<file path="config.mk">
export PLATFORM = sky130hd
export DESIGN_NAME = xchg_tri_port
export DESIGN_NICKNAME = d
export VERILOG_FILES = /design/src/rtl/xchg_pkg.sv /design/src/rtl/xchg_store.sv /design/src/rtl/xchg_route.sv /design/src/rtl/xchg_tri_port.sv
export SDC_FILE = /design/constraint.sdc
export NUM_CORES = 1
export LEC_CHECK = 0
export CAP_MARGIN = 10
export CORE_ASPECT_RATIO = 0.75
export CORE_MARGIN = 2
export CORE_UTILIZATION = 40
export CTS_BUF_LIST = sky130_fd_sc_hd__clkbuf_16
export DETAILED_ROUTE_END_ITERATION = 16
export PLACE_DENSITY = 0.74
export SLEW_MARGIN = 40
export SYNTH_ARGS = -nofsm -noshare
export SYNTH_HDL_FRONTEND = slang
export SYNTH_SLANG_ARGS = --single-unit
export TNS_END_PERCENT = 5
</file>
<file path="constraint.sdc">
create_clock -name clk -period 2.5 [get_ports clk]
set_input_delay 0.5 -clock clk [delete_from_list [all_inputs] [get_ports clk]]
set_output_delay 0.5 -clock clk [all_outputs]
set_load 0.05 [all_outputs]
</file>
<file path="src/rtl/xchg_pkg.sv">
package xchg_pkg;
  localparam int XCHG_PORTS = 3;

  // Source picked when a port's select is 1: the port two places ahead.
  function automatic int src_when_high(input int idx);
    return (idx + 2) % XCHG_PORTS;
  endfunction

  // Source picked when a port's select is 0: the next port along.
  function automatic int src_when_low(input int idx);
    return (idx + 1) % XCHG_PORTS;
  endfunction
endpackage

</file>
<file path="src/rtl/xchg_store.sv">
module xchg_store #(
  parameter int W = 16
) (
  input  logic         clk,
  input  logic         rst,
  input  logic         le_i,
  input  logic         cen_n_i,
  input  logic         tck_i,
  input  logic [W-1:0] din_i,
  output logic [W-1:0] q_o
);
  logic [W-1:0] hold_q;
  logic         tck_q;
  logic         edge_cap;

  assign edge_cap = !cen_n_i && tck_i && !tck_q;

  always_ff @(posedge clk) begin
    if (rst) begin
      hold_q <= '0;
      tck_q  <= 1'b0;
    end else begin
      tck_q <= tck_i;
      if (le_i || edge_cap) hold_q <= din_i;
    end
  end

  assign q_o = le_i ? din_i : hold_q;

  AST_STORE_HOLD: assert property (@(posedge clk) disable iff (rst)
    (!le_i && (cen_n_i || !tck_i || tck_q)) |=> (le_i || $stable(q_o)));
  AST_STORE_CAPTURE: assert property (@(posedge clk) disable iff (rst)
    (!le_i && !cen_n_i && tck_i && !tck_q) |=> (le_i || q_o == $past(din_i)));
  AST_STORE_RELEASE: assert property (@(posedge clk) disable iff (rst)
    (!le_i && $past(le_i) && !$past(rst)) |-> (q_o == $past(din_i)));
  AST_STORE_RESET: assert property (@(posedge clk) disable iff (rst)
    ($past(rst) && !le_i) |-> (q_o == '0));
endmodule

</file>
<file path="src/rtl/xchg_route.sv">
module xchg_route #(
  parameter int W = 16
) (
  input  logic         sel_i,
  input  logic         oe_n_i,
  input  logic [W-1:0] hi_i,
  input  logic [W-1:0] lo_i,
  output logic [W-1:0] dout_o,
  output logic [W-1:0] drv_o
);
  always_comb begin
    if (oe_n_i) begin
      dout_o = '0;
      drv_o  = '0;
    end else begin
      dout_o = sel_i ? hi_i : lo_i;
      drv_o  = '1;
    end
  end
endmodule

</file>
<file path="src/rtl/xchg_tri_port.sv">
module xchg_tri_port
  import xchg_pkg::*;
#(
  parameter int W = 16
) (
  input  logic         clk,
  input  logic         rst,
  input  logic [W-1:0] a_din,
  input  logic         a_le,
  input  logic         a_cen_n,
  input  logic         a_tck,
  input  logic         a_sel,
  input  logic         a_oe_n,
  output logic [W-1:0] a_dout,
  output logic [W-1:0] a_drv,
  input  logic [W-1:0] b_din,
  input  logic         b_le,
  input  logic         b_cen_n,
  input  logic         b_tck,
  input  logic         b_sel,
  input  logic         b_oe_n,
  output logic [W-1:0] b_dout,
  output logic [W-1:0] b_drv,
  input  logic [W-1:0] c_din,
  input  logic         c_le,
  input  logic         c_cen_n,
  input  logic         c_tck,
  input  logic         c_sel,
  input  logic         c_oe_n,
  output logic [W-1:0] c_dout,
  output logic [W-1:0] c_drv
);
  localparam int NP = XCHG_PORTS;

  logic [W-1:0] din  [NP];
  logic [W-1:0] q    [NP];
  logic [W-1:0] dout [NP];
  logic [W-1:0] drv  [NP];
  logic         le   [NP];
  logic         cen_n[NP];
  logic         tck  [NP];
  logic         sel  [NP];
  logic         oe_n [NP];

  assign din[0] = a_din;  assign le[0] = a_le;  assign cen_n[0] = a_cen_n;
  assign tck[0] = a_tck;  assign sel[0] = a_sel; assign oe_n[0] = a_oe_n;
  assign din[1] = b_din;  assign le[1] = b_le;  assign cen_n[1] = b_cen_n;
  assign tck[1] = b_tck;  assign sel[1] = b_sel; assign oe_n[1] = b_oe_n;
  assign din[2] = c_din;  assign le[2] = c_le;  assign cen_n[2] = c_cen_n;
  assign tck[2] = c_tck;  assign sel[2] = c_sel; assign oe_n[2] = c_oe_n;

  assign a_dout = dout[0]; assign a_drv = drv[0];
  assign b_dout = dout[1]; assign b_drv = drv[1];
  assign c_dout = dout[2]; assign c_drv = drv[2];

  for (genvar p = 0; p < NP; p++) begin : g_port
    localparam int HI = src_when_high(p);
    localparam int LO = src_when_low(p);

    xchg_store #(.W(W)) i_store (
      .clk    (clk),
      .rst    (rst),
      .le_i   (le[p]),
      .cen_n_i(cen_n[p]),
      .tck_i  (tck[p]),
      .din_i  (din[p]),
      .q_o    (q[p])
    );

    xchg_route #(.W(W)) i_route (
      .sel_i (sel[p]),
      .oe_n_i(oe_n[p]),
      .hi_i  (q[HI]),
      .lo_i  (q[LO]),
      .dout_o(dout[p]),
      .drv_o (drv[p])
    );

    AST_ROUTE_HIGH: assert property (@(posedge clk) disable iff (rst)
      (!oe_n[p] && sel[p]) |-> (dout[p] == q[HI] && drv[p] == '1));
    AST_ROUTE_LOW: assert property (@(posedge clk) disable iff (rst)
      (!oe_n[p] && !sel[p]) |-> (dout[p] == q[LO] && drv[p] == '1));
    AST_TRISTATE: assert property (@(posedge clk) disable iff (rst)
      oe_n[p] |-> (drv[p] == '0 && dout[p] == '0));
    AST_OWN_INPUT: assert property (@(posedge clk) disable iff (rst)
      le[p] |-> (q[p] == din[p]));
  end
endmodule

</file>
==> results.cfg <==
[routing]
routedWlPerCell_um = 17.9
firstDrtPassIters = 5
drt_iter0_drc = 218
wirelength_um = 12600
vias = 3700
ant_nets = 0
drc_errors = 0
routed_via_density = 5.24

[synth]
syn_inst = 461
ys_seq_area_share_pct = 25.7
synth-seq-cells = 51
synth_edf_count = 0
syn_area_mm2 = 0.00397
synthesis.nets = 526
ys_async_sr_fraction_pct = 0
synth_flop_cell = dfxtp_1
yosysUniqueCellTypes = 24
synth_area_per_cell_um2 = 8.61
yosys_warnings = 0

[power_and_ir_drop]
p_leak_nw = 2.73
comb_power_share_pct = 46.5
finalPower_mw = 2.90
p_switching_mw = 1.04
power_frac_seq_pct = 31.0
p_int_mw = 1.86
p_per_area_mw_per_mm2 = 453
p_clk_share_pct = 22.6
ir_drop_mv = 0.282
swShare_pct = 36.0

[cts]
cts_tree = built
cts_setup_buffers = 0
cts_buffer_depth = 2
cts_root_buffer = clkbuf_16
clock_latency_ns = 0.29
htree_levels = 2
clk_pin_slew_ns = 0.06
numCtsBuffers = 5
cts_sinks = 51
cts.hold.buffers_added = 0

[job]
cap_violations = 0

[grt]
grt.total_usage_pct = 23.0
grt_pass1_vias = 3916
grt_overflow_total = 0
grt_max_degree = 62
grt_pass1_wl_um = 20100
antenna_found_initial = 0

[critical_path]
slowest_delay_ns = 0.50
arrival_ns = 2.01
slowest_stage = clkdlybuf4s50_1
path_cells = clkdlybuf4s50_1 > buf_12 > mux2i_1 > nand2_1 > o311a_1 > buf_12
path_class = primary input to output port
endpoint_kind = output port
critPathMaxFanout = 15
critPathRequiredTime_ns = 2.00
cpMostUsedCell = buf_12
critPathLaunchType = primary input

[cells_and_area]
final_nets = 639
final_layout_size_suffix_gt1_share_pct = 24.7
diodes = 0
design_area_mm2 = 0.00640
fin_util_pct = 66.3
areaGrowthSynthToFinish_pct = 61.3

[timing]
worst_pin_slew_ns = 0.526
setup_tns_ns = -0.0132
max_freq_mhz = 398
rsz0062_at_grt = yes
setup_viol = 2
post-route-period-util_pct = 100
hold_viol = 0
skew_ns = 0.00445
min_period_ns = 2.51
drv_slew = 0
layout_setup_ws_ns = -0.0125
slew_headroom_pct = 65.0
hold_slack_ns = 0.475

[min_path]
hold_class = flop to flop

[floorplanning]
die_x_um = 119
rows = 31
die_area_mm2 = 0.0107
pin_count = 161
die_y_um = 90.3
core-area_mm2 = 0.00966
start_util_pct = 41.1

[placed_design]
gp_congestion = 0.942
dp_hpwl_um = 9410
placed_cell_area_mm2 = 0.00619
io_buffers = 160

[status]
violations = negative setup slack
outcome = finished, violations left
-- what timing repair did --
action | in CTS | in global routing
cloned | 0 | 1
pin swaps | 2 | 4
setup endpoints to repair | 25 | 34
resized for setup | 7 | 7
-- cell type report --
| cell class | count | area (um2) |
|---|---|---|
| well taps | 132 | 165 |
| clock inverters | 2 | 8.76 |
| inverters | 5 | 20.0 |
| clock buffers | 5 | 125 |
| fillers | 773 | 3260 |
| repair buffers | 185 | 2630 |
| multi-input cells | 326 | 2430 |
| flip-flops and latches | 51 | 1020 |
-- cells in the final DEF, fill, tap and decap left out --
master	count
clkbuf_16	6
nand2b_1	96
buf_4	32
inv_2	1
inv_1	3
mux2_2	1
clkdlybuf4s50_1	61
nand3b_1	13
a211oi_2	5
a21oi_2	3
dlymetal6s2s_1	2
nor2_1	3
buf_2	1
nor2b_1	31
o311a_1	32
and2b_1	3
clkinv_2	2
mux2i_2	2
a211oi_1	25
nand2_1	30
buf_12	84
a211o_1	2
mux2i_1	63
clkinv_1	1
nor2_2	1
dfxtp_1	51
buf_6	4
and2_1	16
-- critical path, delay by kind of cell --
kind | cells | cell delay, ns
multiplexers | 1 | 0.31
AND/OR/NAND/NOR | 1 | 0.14
buffers and inverters | 3 | 0.85
AO/OA/AOI/OAI | 1 | 0.20
-- cell usage after synthesis, types with 2 or more instances --
master    count  area share (%)
and2_1       16             2.5
nand2_1      30             2.8
a21oi_2       3            0.66
buf_1         3            0.28
buf_2         5            0.63
nor2_1        3            0.28
inv_1         3            0.28
dfxtp_1      51              26
nor2b_1      31             4.9
buf_4        49             9.3
clkbuf_1     15             1.4
a211oi_1     30             5.7
and2b_1       3            0.57
mux2i_1      65              16
buf_6         6             1.7
nand3b_1     13             2.5
nand2b_1     96              15
o311a_1      32             8.1
a211o_1       2            0.44
-- registers in the layout, indices dropped and copies added, names as in the netlist --
name	count
g_port.i_store.hold_q	48
g_port.i_store.tck_q	3
-- path summary, 6_finish.rpt --
kind / start / endpoint / slack [ns] / cells after the start
worst max-delay path: b_le / a_dout[6] / -0.01 / 6
worst min-delay path: g_port[1].i_store.hold_q[14] / g_port[1].i_store.hold_q[14] / 0.47 / 2
worst max register to register: g_port[1].i_store.tck_q / g_port[1].i_store.hold_q[1] / 1.39 / 4
worst min register to register: g_port[1].i_store.hold_q[14] / g_port[1].i_store.hold_q[14] / 0.47 / 2
-- layer usage --
layer  wire length, um  vias up  global-route usage, %  share of wire [%]
met1              5170     1735                   27.3                 41
li1                  -     1782                      -                  -
met5                 0        -                      0                  0
met2              6050      164                   38.6                 48
met3              1210       19                   8.84                9.6
met4               216        0                   6.45                1.7
-- metrics by stage --
step	setup slack, ns	instances
after floorplan	-0.150	461
after global placement	-0.0390	698
after detailed placement	-0.0460	698
after CTS	-0.0183	705
after global routing	-0.0344	706
final	-0.0125	706
-- power by group through the flow --
stage | Combinational (mW) | Sequential [mW] | Clock [mW]
after floorplan | 0.756 | 0.907 | 0
after global placement | 1.32 | 0.912 | 0
after detailed placement | 1.33 | 0.915 | 0
after CTS | 1.34 | 0.897 | 0.665
after global routing | 1.41 | 0.905 | 0.700
final | 1.35 | 0.898 | 0.654
-- cells by family (layout without fill, tap and decap cells) --
family	count (synthesis)	after routing	synth area share, %
and+or+nand+nor	193	193	28.8
muxes	66	66	16.7
buffers and inverters	84	197	13.9
DFF	51	51	25.7
AOI/OAI and AO/OA	67	67	14.8
(Power assumes the default switching activity.)
